$ cat src/rtl/dircc_pkg.sv
package dircc_pkg;

  typedef enum logic [1:0] {
    LS_INV = 2'd0,
    LS_SHR = 2'd1,
    LS_EXC = 2'd2
  } line_state_e;

  typedef enum logic [1:0] {
    FS_IDLE = 2'd0,
    FS_SEND = 2'd1,
    FS_WAIT = 2'd2
  } miss_state_e;

  // outgoing message kinds
  localparam logic [1:0] OUT_RDMISS = 2'd0;
  localparam logic [1:0] OUT_WRMISS = 2'd1;
  localparam logic [1:0] OUT_WB     = 2'd2;

  // incoming message kinds
  localparam logic [1:0] IN_INV   = 2'd0;
  localparam logic [1:0] IN_FETCH = 2'd1;
  localparam logic [1:0] IN_FINV  = 2'd2;
  localparam logic [1:0] IN_REPLY = 2'd3;

endpackage

$ cat src/rtl/dircc_line_store.sv
module dircc_line_store
  import dircc_pkg::*;
#(
  parameter int IDX_W  = 2,
  parameter int TAG_W  = 6,
  parameter int DATA_W = 16
) (
  input  logic              clk,
  input  logic              rst_n,
  input  logic [IDX_W-1:0]  ra_idx,
  output line_state_e       ra_state,
  output logic [TAG_W-1:0]  ra_tag,
  output logic [DATA_W-1:0] ra_data,
  input  logic [IDX_W-1:0]  rb_idx,
  output line_state_e       rb_state,
  output logic [TAG_W-1:0]  rb_tag,
  output logic [DATA_W-1:0] rb_data,
  input  logic              wr_en,
  input  logic [IDX_W-1:0]  wr_idx,
  input  line_state_e       wr_state,
  input  logic [TAG_W-1:0]  wr_tag,
  input  logic [DATA_W-1:0] wr_data
);

  localparam int LINES = 1 << IDX_W;

  line_state_e       st_v  [LINES];
  logic [TAG_W-1:0]  tag_v [LINES];
  logic [DATA_W-1:0] dat_v [LINES];

  for (genvar g = 0; g < LINES; g++) begin : g_line
    logic              sel_w;
    line_state_e       st_q;
    logic [TAG_W-1:0]  tag_q;
    logic [DATA_W-1:0] dat_q;

    assign sel_w = wr_en && (wr_idx == IDX_W'(g));

    always_ff @(posedge clk or negedge rst_n) begin
      if (!rst_n) begin
        st_q <= LS_INV;
      end else if (sel_w) begin
        st_q <= wr_state;
      end
    end

    always_ff @(posedge clk) begin
      if (sel_w) begin
        tag_q <= wr_tag;
        dat_q <= wr_data;
      end
    end

    assign st_v[g]  = st_q;
    assign tag_v[g] = tag_q;
    assign dat_v[g] = dat_q;
  end

  assign ra_state = st_v[ra_idx];
  assign ra_tag   = tag_v[ra_idx];
  assign ra_data  = dat_v[ra_idx];
  assign rb_state = st_v[rb_idx];
  assign rb_tag   = tag_v[rb_idx];
  assign rb_data  = dat_v[rb_idx];

endmodule

$ cat src/rtl/dircc_probe_unit.sv
module dircc_probe_unit
  import dircc_pkg::*;
#(
  parameter int TAG_W = 6
) (
  input  logic             in_valid,
  input  logic [1:0]       in_type,
  input  logic [TAG_W-1:0] in_tag,
  input  line_state_e      line_state,
  input  logic [TAG_W-1:0] line_tag,
  output logic             wr_req,
  output line_state_e      wr_state,
  output logic             wb_req
);

  logic match_w;

  assign match_w = in_valid && (line_state != LS_INV) && (line_tag == in_tag);

  always_comb begin
    wr_req   = 1'b0;
    wr_state = line_state;
    wb_req   = 1'b0;
    if (match_w) begin
      unique case (in_type)
        IN_INV: begin
          if (line_state == LS_SHR) begin
            wr_req   = 1'b1;
            wr_state = LS_INV;
          end
        end
        IN_FETCH: begin
          if (line_state == LS_EXC) begin
            wr_req   = 1'b1;
            wr_state = LS_SHR;
            wb_req   = 1'b1;
          end
        end
        IN_FINV: begin
          if (line_state == LS_EXC) begin
            wr_req   = 1'b1;
            wr_state = LS_INV;
            wb_req   = 1'b1;
          end
        end
        default: begin
        end
      endcase
    end
  end

endmodule

$ cat src/rtl/dircc_miss_fsm.sv
module dircc_miss_fsm
  import dircc_pkg::*;
#(
  parameter int ADDR_W = 8,
  parameter int DATA_W = 16,
  parameter int IDX_W  = 2
) (
  input  logic                    clk,
  input  logic                    rst_n,
  input  logic                    cpu_req,
  input  logic                    cpu_we,
  input  logic [ADDR_W-1:0]       cpu_addr,
  input  logic [DATA_W-1:0]       cpu_wdata,
  input  logic                    in_valid,
  input  logic [1:0]              in_type,
  input  logic [DATA_W-1:0]       in_data,
  input  logic                    port_busy,
  input  line_state_e             ra_state,
  input  logic [ADDR_W-IDX_W-1:0] ra_tag,
  input  logic [DATA_W-1:0]       ra_data,
  output miss_state_e             fsm_state,
  output logic                    msg_req,
  output logic [1:0]              msg_type,
  output logic [ADDR_W-1:0]       msg_addr,
  output logic [DATA_W-1:0]       msg_data,
  output logic                    wr_req,
  output line_state_e             wr_state,
  output logic [ADDR_W-IDX_W-1:0] wr_tag,
  output logic [DATA_W-1:0]       wr_data,
  output logic                    done_d,
  output logic [DATA_W-1:0]       rdata_d
);

  localparam int TAG_W = ADDR_W - IDX_W;

  miss_state_e        state_q, state_d;
  logic [TAG_W-1:0]   cpu_tag;
  logic [IDX_W-1:0]   cpu_idx;
  logic               tag_hit;
  logic               idle_go;
  logic [1:0]         miss_type;
  logic [DATA_W-1:0]  miss_data;

  assign cpu_tag   = cpu_addr[ADDR_W-1:IDX_W];
  assign cpu_idx   = cpu_addr[IDX_W-1:0];
  assign tag_hit   = (ra_state != LS_INV) && (ra_tag == cpu_tag);
  assign idle_go   = cpu_req && !in_valid;
  assign miss_type = cpu_we ? OUT_WRMISS : OUT_RDMISS;
  assign miss_data = cpu_we ? cpu_wdata : '0;
  assign fsm_state = state_q;

  always_comb begin
    state_d  = state_q;
    msg_req  = 1'b0;
    msg_type = miss_type;
    msg_addr = cpu_addr;
    msg_data = miss_data;
    wr_req   = 1'b0;
    wr_state = ra_state;
    wr_tag   = ra_tag;
    wr_data  = ra_data;
    done_d   = 1'b0;
    rdata_d  = ra_data;
    unique case (state_q)
      FS_IDLE: begin
        if (idle_go) begin
          if (tag_hit && (!cpu_we || ra_state == LS_EXC)) begin
            done_d = 1'b1;
            if (cpu_we) begin
              wr_req   = 1'b1;
              wr_state = LS_EXC;
              wr_data  = cpu_wdata;
              rdata_d  = cpu_wdata;
            end
          end else if (!tag_hit && ra_state == LS_EXC) begin
            msg_req  = 1'b1;
            msg_type = OUT_WB;
            msg_addr = {ra_tag, cpu_idx};
            msg_data = ra_data;
            wr_req   = 1'b1;
            wr_state = LS_INV;
            state_d  = FS_SEND;
          end else begin
            msg_req = 1'b1;
            state_d = FS_WAIT;
          end
        end
      end
      FS_SEND: begin
        if (!port_busy) begin
          msg_req = 1'b1;
          state_d = FS_WAIT;
        end
      end
      FS_WAIT: begin
        if (in_valid && in_type == IN_REPLY) begin
          wr_req   = 1'b1;
          wr_state = cpu_we ? LS_EXC : LS_SHR;
          wr_tag   = cpu_tag;
          wr_data  = cpu_we ? cpu_wdata : in_data;
          done_d   = 1'b1;
          rdata_d  = cpu_we ? cpu_wdata : in_data;
          state_d  = FS_IDLE;
        end
      end
      default: state_d = FS_IDLE;
    endcase
  end

  always_ff @(posedge clk or negedge rst_n) begin
    if (!rst_n) begin
      state_q <= FS_IDLE;
    end else begin
      state_q <= state_d;
    end
  end

endmodule

$ cat src/rtl/dircc_ctrl.sv
module dircc_ctrl
  import dircc_pkg::*;
#(
  parameter int ADDR_W  = 8,
  parameter int DATA_W  = 16,
  parameter int IDX_W   = 2,
  parameter int NODE_W  = 2,
  parameter int NODE_ID = 1
) (
  input  logic              clk,
  input  logic              rst_n,
  input  logic              cpu_req,
  input  logic              cpu_we,
  input  logic [ADDR_W-1:0] cpu_addr,
  input  logic [DATA_W-1:0] cpu_wdata,
  output logic              cpu_done,
  output logic [DATA_W-1:0] cpu_rdata,
  input  logic              in_valid,
  input  logic [1:0]        in_type,
  input  logic [ADDR_W-1:0] in_addr,
  input  logic [DATA_W-1:0] in_data,
  output logic              out_valid,
  output logic [1:0]        out_type,
  output logic [NODE_W-1:0] out_src,
  output logic [ADDR_W-1:0] out_addr,
  output logic [DATA_W-1:0] out_data
);

  localparam int TAG_W = ADDR_W - IDX_W;

  // reset: asserted asynchronously, released on the clock
  logic rst_meta_q, rst_sync_n;

  always_ff @(posedge clk or negedge rst_n) begin
    if (!rst_n) begin
      rst_meta_q <= 1'b0;
      rst_sync_n <= 1'b0;
    end else begin
      rst_meta_q <= 1'b1;
      rst_sync_n <= rst_meta_q;
    end
  end

  line_state_e       cr_state, pr_state;
  logic [TAG_W-1:0]  cr_tag, pr_tag;
  logic [DATA_W-1:0] cr_data, pr_data;

  logic              pb_wr_req, pb_wb_req;
  line_state_e       pb_wr_state;

  miss_state_e       fsm_state;
  logic              fsm_msg_req, fsm_wr_req, fsm_done_d;
  logic [1:0]        fsm_msg_type;
  logic [ADDR_W-1:0] fsm_msg_addr;
  logic [DATA_W-1:0] fsm_msg_data, fsm_wr_data, fsm_rdata_d;
  line_state_e       fsm_wr_state;
  logic [TAG_W-1:0]  fsm_wr_tag;

  logic              st_wr_en;
  logic [IDX_W-1:0]  st_wr_idx;
  line_state_e       st_wr_state;
  logic [TAG_W-1:0]  st_wr_tag;
  logic [DATA_W-1:0] st_wr_data;

  dircc_line_store #(
    .IDX_W  (IDX_W),
    .TAG_W  (TAG_W),
    .DATA_W (DATA_W)
  ) u_store (
    .clk      (clk),
    .rst_n    (rst_sync_n),
    .ra_idx   (cpu_addr[IDX_W-1:0]),
    .ra_state (cr_state),
    .ra_tag   (cr_tag),
    .ra_data  (cr_data),
    .rb_idx   (in_addr[IDX_W-1:0]),
    .rb_state (pr_state),
    .rb_tag   (pr_tag),
    .rb_data  (pr_data),
    .wr_en    (st_wr_en),
    .wr_idx   (st_wr_idx),
    .wr_state (st_wr_state),
    .wr_tag   (st_wr_tag),
    .wr_data  (st_wr_data)
  );

  dircc_probe_unit #(
    .TAG_W (TAG_W)
  ) u_probe (
    .in_valid   (in_valid),
    .in_type    (in_type),
    .in_tag     (in_addr[ADDR_W-1:IDX_W]),
    .line_state (pr_state),
    .line_tag   (pr_tag),
    .wr_req     (pb_wr_req),
    .wr_state   (pb_wr_state),
    .wb_req     (pb_wb_req)
  );

  dircc_miss_fsm #(
    .ADDR_W (ADDR_W),
    .DATA_W (DATA_W),
    .IDX_W  (IDX_W)
  ) u_fsm (
    .clk       (clk),
    .rst_n     (rst_sync_n),
    .cpu_req   (cpu_req),
    .cpu_we    (cpu_we),
    .cpu_addr  (cpu_addr),
    .cpu_wdata (cpu_wdata),
    .in_valid  (in_valid),
    .in_type   (in_type),
    .in_data   (in_data),
    .port_busy (pb_wb_req),
    .ra_state  (cr_state),
    .ra_tag    (cr_tag),
    .ra_data   (cr_data),
    .fsm_state (fsm_state),
    .msg_req   (fsm_msg_req),
    .msg_type  (fsm_msg_type),
    .msg_addr  (fsm_msg_addr),
    .msg_data  (fsm_msg_data),
    .wr_req    (fsm_wr_req),
    .wr_state  (fsm_wr_state),
    .wr_tag    (fsm_wr_tag),
    .wr_data   (fsm_wr_data),
    .done_d    (fsm_done_d),
    .rdata_d   (fsm_rdata_d)
  );

  // directory-driven updates win the single write port
  always_comb begin
    if (pb_wr_req) begin
      st_wr_en    = 1'b1;
      st_wr_idx   = in_addr[IDX_W-1:0];
      st_wr_state = pb_wr_state;
      st_wr_tag   = pr_tag;
      st_wr_data  = pr_data;
    end else begin
      st_wr_en    = fsm_wr_req;
      st_wr_idx   = cpu_addr[IDX_W-1:0];
      st_wr_state = fsm_wr_state;
      st_wr_tag   = fsm_wr_tag;
      st_wr_data  = fsm_wr_data;
    end
  end

  always_ff @(posedge clk or negedge rst_sync_n) begin
    if (!rst_sync_n) begin
      out_valid <= 1'b0;
      cpu_done  <= 1'b0;
    end else begin
      out_valid <= pb_wb_req || fsm_msg_req;
      cpu_done  <= fsm_done_d;
    end
  end

  always_ff @(posedge clk) begin
    if (pb_wb_req) begin
      out_type <= OUT_WB;
      out_addr <= in_addr;
      out_data <= pr_data;
    end else if (fsm_msg_req) begin
      out_type <= fsm_msg_type;
      out_addr <= fsm_msg_addr;
      out_data <= fsm_msg_data;
    end
    if (fsm_done_d) begin
      cpu_rdata <= fsm_rdata_d;
    end
  end

  assign out_src = NODE_W'(NODE_ID);

endmodule

$ cat config.mk
export PLATFORM = sky130hd
export DESIGN_NAME = dircc_ctrl
export DESIGN_NICKNAME = d
export VERILOG_FILES = /design/src/rtl/dircc_pkg.sv /design/src/rtl/dircc_line_store.sv /design/src/rtl/dircc_probe_unit.sv /design/src/rtl/dircc_miss_fsm.sv /design/src/rtl/dircc_ctrl.sv
export SDC_FILE = /design/constraint.sdc
export NUM_CORES = 1
export LEC_CHECK = 0
export BUFFER_PORTS_ARGS = -buffer_cell sky130_fd_sc_hd__buf_2
export CAP_MARGIN = 25
export CORE_MARGIN = 1
export CORE_UTILIZATION = 45
export CTS_CLUSTER_SIZE = 40
export DETAILED_ROUTE_END_ITERATION = 8
export GPL_TIMING_DRIVEN = 0
export SLEW_MARGIN = 30
export SYNTH_ARGS = -nofsm -noshare
export SYNTH_HDL_FRONTEND = slang
export SYNTH_SLANG_ARGS = --single-unit
$ cat constraint.sdc
create_clock -name clk -period 0.8 [get_ports clk]
set_input_delay 0.12 -clock clk [delete_from_list [all_inputs] [get_ports clk]]
set_output_delay 0.12 -clock clk [all_outputs]
set_load 0.02 [all_outputs]
# Word level (Yosys, flattened, before mapping)
# Cells that the tools add are included.
# word_totals
reg_bits	144
inputBits	55
output_inout_bits	46
wordCells	152
# op_classes
magnitude_cmp	2
n_eq_ne	17
muxes	86
bitwise	2
reduce_logical	24
# op_table
cell	n
$mux W16	17
$bmux W16 S2	2
$mux W2	25
$mux W8	6
$mux W6	7
$pmux W16 S2	1
$bmux W6 S2	2
$mux W1	17
$eq A2 B2 Y1 const B	7
$eq A6 B6 Y1	2
$pmux W2 S3	2
$logic_and A1 B1 Y1	11
$bmux W2 S2	2
$eq A2 B1 Y1 const B	4
$pmux W1 S2	4
$ge A3 B3 Y1 const B	2
$logic_not A2 Y1	3
$not A2 Y3	2
$reduce_bool A2 Y1	3
$ne A2 B1 Y1 const B	2
$ne A2 B2 Y1 const B	2
$pmux W2 S2	1
$reduce_and A4 Y1	1
$logic_not A1 Y1	3
2 further kinds	3

# Longest topological paths before layout
# Gate-level depths: netlist of the first run.
# depth
ltp_word	14
ltp_mapped	10
depth_no_buf	8

# Cells and area by module
# A second synthesis of the first run with hierarchy kept.
# unflattened
cells_unflattened	556
hier_area_um2	8230.4
# modules_own_cells
mod	n_inst	cells_per_inst	area_per_inst_um2	seq_area_each_um2
dircc_line_store	1	170	4215.3	2842.7
dircc_ctrl	1	112	2197.1	1341.3
dircc_miss_fsm	1	239	1547.7	50.0
dircc_probe_unit	1	35	270.3	0.0

# Worst setup path before layout of the first run
# No wires, ideal clock.
# synth_path
path_kind	input-to-reg
start	input port in_addr[0]
end	register out_addr[0] (enable)
setup_ns	0.440
arrival_time_ns	3.390
t_required_ns	0.360
path_slack_ns	-3.030
stages	6
n_path_buf	1
cell_sequence	buf_2 mux4_2 xnor2_1 nand2_1 or3_1 o21ai_0
# synth_between
elab_chain_len	11
word_cells_on_any_way	18
classes_between	eq/ne: 2; mux: 11; bitwise: 1; reduce/logical: 4
# synth_rtl
item	line_no	text
start: declaration	dircc_ctrl.sv:20	input logic [ADDR_W-1:0] in_addr,
$not A2 Y3 (implied by the code) (*)	dircc_line_store.sv:62, dircc_line_store.sv:63	
$bmux W2 S2	dircc_line_store.sv:62	assign rb_state = st_v[rb_idx];
$mux W2 (implied by the code) (2 in a row)	dircc_line_store.sv:62	
$eq A2 B2 Y1 / $reduce_bool A2 Y1 (equally long branches)	dircc_probe_unit.sv:33, dircc_probe_unit.sv:40, dircc_probe_unit.sv:18	
$mux W1 / $logic_and A1 B1 Y1 (equally long branches)	dircc_probe_unit.sv:33, dircc_probe_unit.sv:40, dircc_probe_unit.sv:18	
$mux W1 / $logic_and A1 B1 Y1 (equally long branches)	n/a	
$mux W1 (*)	dircc_probe_unit.sv:24	if (match_w) begin
$mux W1	dircc_miss_fsm.sv:90	if (!port_busy) begin
$pmux W1 S2	dircc_miss_fsm.sv:64	unique case (state_q)
$reduce_bool A2 Y1 (no line) (*)	n/a	
end signal: assignment	dircc_ctrl.sv:161	out_addr <= in_addr;
end signal: assignment	dircc_ctrl.sv:165	out_addr <= fsm_msg_addr;
end: declaration	dircc_ctrl.sv:25	output logic [ADDR_W-1:0] out_addr,
# Every way passes the cells marked *; elsewhere a longest branch is shown, timed or not. The select of a mux whose other input is x is not followed.
# A chain may end at the register's enable or synchronous reset.

# Worst setup path after layout of the first run
# layout_path
start	register u_store.g_line[3].tag_q[1]
end	register u_store.g_line[2].dat_q[13] (data pin)
# layout_between
elab_chain_len	10
word_cells_on_any_way	16
classes_between	eq/ne: 2; mux: 11; reduce/logical: 3
# layout_rtl
item	line_no	text
start: declaration	dircc_line_store.sv:34	logic [TAG_W-1:0] tag_q;
start signal: assignment	dircc_line_store.sv:49	tag_q <= wr_tag;
$bmux W6 S2	dircc_line_store.sv:60	assign ra_tag = tag_v[ra_idx];
$mux W6 (implied by the code) (2 in a row)	dircc_line_store.sv:60	
$eq A6 B6 Y1	dircc_miss_fsm.sv:46	assign tag_hit = (ra_state != LS_INV) && (ra_tag == cpu_tag);
$logic_and A1 B1 Y1	dircc_miss_fsm.sv:46	
$logic_and A1 B1 Y1	dircc_miss_fsm.sv:67	if (tag_hit && (!cpu_we || ra_state == LS_EXC)) begin
$mux W16 (2 in a row)	n/a	
$pmux W16 S2	n/a	
via fsm_rdata_d[13]	dircc_ctrl.sv:55	logic [DATA_W-1:0] fsm_msg_data, fsm_wr_data, fsm_rdata_d;
$mux W16	dircc_ctrl.sv:133	if (pb_wr_req) begin
via st_wr_data[13]	dircc_ctrl.sv:63	logic [DATA_W-1:0] st_wr_data;
end signal: assignment	dircc_line_store.sv:50	dat_q <= wr_data;
end: declaration	dircc_line_store.sv:35	logic [DATA_W-1:0] dat_q;
# The timed path passes the listed nets, and every way through them passes these cells. The select of a mux whose other input is x is not followed.

==> impl_metrics.toml, run 1 <==
[sta]
hold_viol_final = 0
tns_ns = -542.93
slew_viol_final = 0
max_freq_mhz = 340
timing.hold.ws_ns = 0.0300
clock_skew_ns = 0.0154
rsz0062_at_grt = "yes"
setup_slack_ns = -2.14
post-route-min-period_ns = 2.94
max_slew.worst_pin.slew_ns = 0.864
finalCritPeriodShare_pct = 367
slew_headroom_pct = 42.3
setup_viol = 314

[worst_setup_path]
worstPathMaxFanout = 5
cp-startpoint = "u_store.g_line[3].tag_q[1]"
reg2reg_depth = 9
startpoint_type = "flop"
cp_slowest_cell = "mux4_2"
path_class = "flop to flop"
crit_path_end = "u_store.g_line[2].dat_q[13]"
crit_chain = "mux4_2, xnor2_4, o211ai_4, nor4_4, buf_4, buf_12, mux2i_2, o221ai_2, mux2_4"
endpoint_kind = "flop"
r2r_setup_slack_ns = -2.14
timing.rr.end = "u_store.g_line[2].dat_q[13]"
slowest_delay_ns = 0.57
crit_arrival_ns = 3.12
timing.rr.start = "u_store.g_line[3].tag_q[1]"
required_ns = 0.98

[routing]
viasPerCell = 6.33
wl_mm = 27.4
drtIter0Drc = 715
num_vias = 6416
antenna_left = 0
drtPass1Iterations = 5
avgRoutedWirePerCell_um = 27.0
drc = 0

[global_route]
grt_usage_pct = 30.8
overflow = 0
grt_pass1_wl_mm = 38.9
antenna_found_initial = 0
grt_pass1_vias = 6433
grt_start_max_net_pins = 17

[synthesis]
synth_area_um2 = 7700
syn_avg_cell_area_um2 = 13.7
synth_seq_cells = 144
yosys_warnings = 0
synth_edf_count = 128
ys_top_cells_by_area = "edfxtp_1, mux4_2, dfrtp_1, mux2i_1, mux2_2"
yosys_most_used_dff = "edfxtp_1"
yosysSeqAreaShare_pct = 55.0
synth_top_area_share_pct = 49.9
async_flop_share_pct = 9.72
synth_top_cell_by_area = "edfxtp_1"
synthDistinctLibCells = 54
syn_inst = 561

[clock_tree]
cts_buffers = 17
path_clk_slew_ns = 0.06
root_buffer = "clkbuf_16"
clockBufferDepth = 2
clock-sinks = 144
htree_levels = 4
clock_latency_ns = 0.43
cts_tree = "yes"

[place]
gp_congestion = 0.891
dp_hpwl_mm = 14.7
dp.cells = 879
dp_slack_ns = -2.85
numPortBuffers = 97
placed_cell_area_um2 = 8640

[cells_and_area]
stdcell_count = 1014
nets = 841
fillers = 1126
final_cell_mix = "edfxtp_1, buf_2, buf_6"
final_common_cell = "edfxtp_1"
drive_above_1_share_pct = 51.5
final_area_um2 = 11100
syn2layout_area_growth_pct = 44.4
diodes = 0

[floorplan]
die_w_um = 133
row_count = 47
core_area_um2 = 16600
start_util_pct = 46.3
ios = 101
die_h_um = 133
die-area_um2 = 17600

[run_status]
status = "finished, violations left"
violations = "negative setup slack"

[pwr]
p_leak_nw = 4.31
p_int_w = 0.0164
netSwitchingFraction_pct = 27.9
sequentialPowerShare_pct = 40.5
p_switching_w = 0.00634
max-vdd-ir-drop_v = 0.00179
cellPowerDensity_nw_per_um2 = 2040
comb_power_share_pct = 23.4
clkPwrFrac_pct = 36.1

[flow_run]
drv_cap = 0

[hold_path]
hp-class = "input pin to flop"
==> registers in the layout, summed over array words and instances, names as in the netlist <==
register	cells
u_store.g_line.st_q	8
u_fsm.fsm_state	2
rst_sync_n	1
out_type	2
out_data	16
out_valid	1
u_store.g_line.tag_q	24
out_addr	8
rst_meta_q	1
cpu_done	1
u_store.g_line.dat_q	64
cpu_rdata	16
==> through the flow <==
step,utilization (%),power [W]
3_3_place_gp,51.9,0.0130
2_1_floorplan,-,0.0119
3_5_place_dp,51.9,0.0131
5_1_grt,66.8,0.0233
6_report,66.8,0.0227
4_1_cts,63.9,0.0221
==> cell usage after synthesis, types with 2 or more instances <==
| cell | count |
|---|---|
| mux2i_1 | 34 |
| clkbuf_1 | 22 |
| inv_1 | 22 |
| nand3_1 | 4 |
| buf_1 | 6 |
| conb_1 | 2 |
| o21a_1 | 2 |
| nand3b_1 | 2 |
| or3_1 | 2 |
| or2_2 | 2 |
| buf_4 | 4 |
| o31ai_1 | 2 |
| xnor2_2 | 2 |
| a21o_1 | 2 |
| dfxtp_1 | 2 |
| o221a_2 | 3 |
| a31oi_1 | 18 |
| a21oi_1 | 10 |
| nand2_1 | 50 |
| buf_6 | 2 |
| buf_2 | 6 |
| o21ai_0 | 32 |
| nor2_1 | 44 |
| nor4_4 | 2 |
| xnor2_1 | 10 |
| o221ai_1 | 4 |
| edfxtp_1 | 128 |
| nand2b_1 | 7 |
| ha_1 | 5 |
| and3b_1 | 2 |
| dfrtp_1 | 14 |
| o22a_1 | 10 |
| mux4_2 | 47 |
| and2_1 | 5 |
| a22oi_1 | 10 |
| mux2_2 | 24 |
==> how the worst min path moves through the flow <==
stage	start	endpoint	slack [ns]	depth (start not counted)
global placement	rst_n	rst_sync_n	-0.1	1
floorplan	rst_n	rst_meta_q	-0.18	0
CTS	in_addr[3]	out_addr[3]	0.01	3
global route	in_addr[4]	out_addr[4]	0.04	3
finish	in_addr[4]	out_addr[4]	0.03	3
detailed placement	rst_n	rst_meta_q	-0.09	1
==> critical path: cells and delay by family (launching register included) <==
| family | cells | cell delay [ns] |
|---|---|---|
| muxes | 3 | 1.14 |
| DFF | 1 | 0.42 |
| buffers and inverters | 2 | 0.34 |
| and+or+nand+nor | 1 | 0.30 |
| AOI/OAI and AO/OA | 2 | 0.26 |
| xor gates and xnor gates | 1 | 0.22 |
==> power by group through the flow <==
stage / clock, W / sequential (W) / combinational, W
2_1_floorplan: 0 / 0.00944 / 0.00249
3_3_place_gp: 0 / 0.00928 / 0.00373
3_5_place_dp: 0 / 0.00930 / 0.00380
4_1_cts: 0.00821 / 0.00915 / 0.00473
5_1_grt: 0.00853 / 0.00923 / 0.00555
6_report: 0.00821 / 0.00921 / 0.00531
==> layout make-up <==
cell class	instances	area, um^2	area share, %
clock buffer	17	425	3.83
buffer	38	308	2.77
inverter	22	82.6	0.743
tap	220	275	2.48
clock inverter	15	185	1.67
timing repair buffer	192	1720	15.5
sequential	144	4240	38.1
multi-input combinational	366	3880	34.9
==> logic make-up after synthesis <==
kind of cell / Yosys count / share of synthesized area, %
AO/OA/AOI/OAI: 104 / 9.12
AND/OR/NAND/NOR: 125 / 7.75
flip-flops: 144 / 55.0
adder cells (fa/ha/maj): 5 / 0.812
multiplexers: 107 / 22.2
buffers and inverters: 62 / 3.51
other: 2 / 0.0975
XOR/XNOR: 12 / 1.56
==> per-layer routing <==
metal / vias up / wire length, um / track usage [%] / share of wire (%)
li1: 2628 / - / - / -
met1: 3228 / 10300 / 40.2 / 37
met2: 448 / 13000 / 48.0 / 48
met3: 112 / 2710 / 6.59 / 9.9
met4: 0 / 1400 / 16.9 / 5.1
met5: - / 0 / 0 / 0
==> what timing repair did <==
action | 4_1_cts | 5_1_grt
endpoints found under the setup margin | 314 | 314
resized for setup | 149 | 108
cloned | 14 | 2
setup buffers | 69 | 22
hold buffers | 2 | 0
hold endpoints to repair | 2 | 0
pin swaps | 22 | 31
No activity file was read; power rests on OpenSTA's default activity.
==> inputs of run 2 (changes only) <==
--- a/config.mk
+++ b/config.mk
@@ -6,7 +6,7 @@
 export NUM_CORES = 1
 export LEC_CHECK = 0
 export BUFFER_PORTS_ARGS = -buffer_cell sky130_fd_sc_hd__buf_2
-export CAP_MARGIN = 25
+export CAP_MARGIN = 10
 export CORE_MARGIN = 1
 export CORE_UTILIZATION = 45
 export CTS_CLUSTER_SIZE = 40
==> constraint.sdc (replaced) <==
create_clock -name clk -period 0.8 [get_ports clk]
set_input_delay 0.04 -clock clk [delete_from_list [all_inputs] [get_ports clk]]
set_output_delay 0.04 -clock clk [all_outputs]
set_load 0.02 [all_outputs]
==> impl_metrics.toml, run 2 (synthesis gave the netlist of run 1 again) <==
[routing]
viasPerCell = 6.34
antenna_left = 0
avgRoutedWirePerCell_um = 27.1
drtPass1Iterations = 6
drc = 0
drtIter0Drc = 925
wl_mm = 27.8
num_vias = 6520

[worst_setup_path]
path_depth = 9
cp-startpoint = "u_store.g_line[2].st_q[0]"
required_ns = 0.97
r2r_setup_slack_ns = -2.12
reg2reg_depth = 9
crit_chain = "buf_4, mux4_2, nand2b_1, nor4_4, buf_4, buf_6, mux2i_4, o221ai_2, mux2_4"
endpoint_kind = "flop"
crit_path_frequent_cell = "buf_4"
crit_buf_inv = 3
worstPathMaxFanout = 4
timing.rr.start = "u_store.g_line[2].st_q[0]"
crit_arrival_ns = 3.09
timing.rr.end = "u_store.g_line[1].dat_q[12]"
cpLargestDelayFamily = "multiplexers"
cp_slowest_cell = "mux4_2"
startpoint_type = "flop"
slowest_delay_ns = 0.53
path_class = "flop to flop"

[global_route]
grt_pass1_vias = 6291
use_met3_pct = 6.36
overflow = 0
busiest_layer = "met2"
grt_usage_pct = 30.2
grt_start_max_net_pins = 17
antenna_found_initial = 1
grt_pass1_wl_mm = 38.1
grt_util_met1_pct = 40.0
grtUsageMet2_pct = 47.3

[clock_tree]
path_clk_slew_ns = 0.06
clockBufferDepth = 2
cts_buffers = 17
clock-sinks = 144
root_buffer = "clkbuf_16"
clock_latency_ns = 0.42
htree_levels = 4
cts_tree = "yes"

[sta]
post-route-min-period_ns = 2.92
slew_viol_final = 0
finalCritPeriodShare_pct = 365
max_freq_mhz = 342
timing.hold.ws_ns = 0.0462
clock_skew_ns = 0.00878
rsz0062_at_grt = "yes"
slew_headroom_pct = 34.9
setup_viol = 314
max_slew.worst_pin.slew_ns = 0.977
tns_ns = -534.83
setup_slack_ns = -2.12
hold_viol_final = 0

[hold_path]
hp-class = "input pin to flop"
hold_end = "out_addr[3]"
holdPathStages = 3
worstHoldStart = "cpu_addr[3]"

[pwr]
p_leak_nw = 4.43
p_switching_w = 0.00623
comb_power_share_pct = 24.9
clkPwrFrac_pct = 34.8
max-vdd-ir-drop_v = 0.00159
sequentialPowerShare_pct = 40.3
cellPowerDensity_nw_per_um2 = 2000
p_int_w = 0.0165
netSwitchingFraction_pct = 27.4

[cells_and_area]
top_register = "u_store.g_line.dat_q"
drive_above_1_share_pct = 50.9
syn2layout_area_growth_pct = 48.1
nets = 856
diodes = 0
top_regs = "u_store.g_line.dat_q: 64 flops, u_store.g_line.tag_q: 24 flops"
final_cell_mix = "edfxtp_1, buf_2, buf_6"
final_common_cell = "edfxtp_1"
largest_register_ffs = 64
fin_util_pct = 68.5

[floorplan]
row_count = 47
die_w_um = 133
die-area_um2 = 17600
start_util_pct = 46.3
core_area_um2 = 16600
die_h_um = 133
ios = 101

[run_status]
violations = "negative setup slack"
status = "finished, violations left"

[place]
gp_congestion = 0.834
numPortBuffers = 97
dp_hpwl_mm = 14.9

[flow_run]
drv_cap = 0
==> run 2: cell types whose count changed in the layout (fill, tap and decap cells not counted), sizes merged, moves of 2 or more <==
cell / change
buf: +8
clkbuf: +2
dlygate4sd3: +5
inv: -2
==> run 2: area by class of cell <==
class,count,area (um^2)
Inverter,22,82.6
Buffer,40,350
Tap cell,220,275
Fill cell,1115,5240
Clock buffer,18,429
Timing Repair Buffer,204,2000
Multi-Input combinational cell,367,3890
Clock inverter,13,146
Sequential cell,144,4240
==> run 2: per-layer routing <==
layer,up-vias,wire length (um),share of wire (%)
met4,2,1160,4.2
met1,3267,10400,38
li1,2666,-,-
met5,-,11,0.040
met3,99,2960,11
met2,486,13300,48
==> run 2: tightest hold or removal path, cell delays in order <==
cell     delay [ns]
buf_2          0.12
mux2i_1        0.08
o21ai_1        0.11
==> run 2: worst max path at each step <==
stage	end	slack (ns)
detailed placement	u_store.g_line[3].dat_q[15]	-2.77
global route	u_store.g_line[2].tag_q[4]	-2.16
floorplan	u_store.g_line[0].dat_q[0]	-1.93
global placement	u_store.g_line[2].dat_q[15]	-2.69
finish	u_store.g_line[1].dat_q[12]	-2.12
CTS	u_store.g_line[0].dat_q[4]	-2.04
==> run 2: power groups by stage <==
stage	Sequential, W	Combinational (W)	Clock [W]
after global routing	0.00921	0.00590	0.00825
after CTS	0.00916	0.00479	0.00794
after global placement	0.00928	0.00374	0
after floorplan	0.00944	0.00249	0
after detailed placement	0.00930	0.00386	0
final	0.00918	0.00566	0.00791
==> run 2: metrics by stage <==
step	instance area, um^2	setup WS [ns]	total power [W]	instances
final	11400	-2.12	0.0228	1028
after global routing	11400	-2.16	0.0234	1028
after CTS	10500	-2.04	0.0219	989
after detailed placement	8660	-2.77	0.0132	880
after global placement	8640	-2.69	0.0130	879
after floorplan	7880	-1.93	0.0119	562
==> run 2: timing repair <==
item | CTS | global route
endpoints found under the hold margin | 6 | 1
pin swaps | 24 | 35
resized for setup | 122 | 147
hold buffers | 6 | 1
buffers inserted | 55 | 41
gates cloned | 17 | 6
setup endpoints to repair | 314 | 314
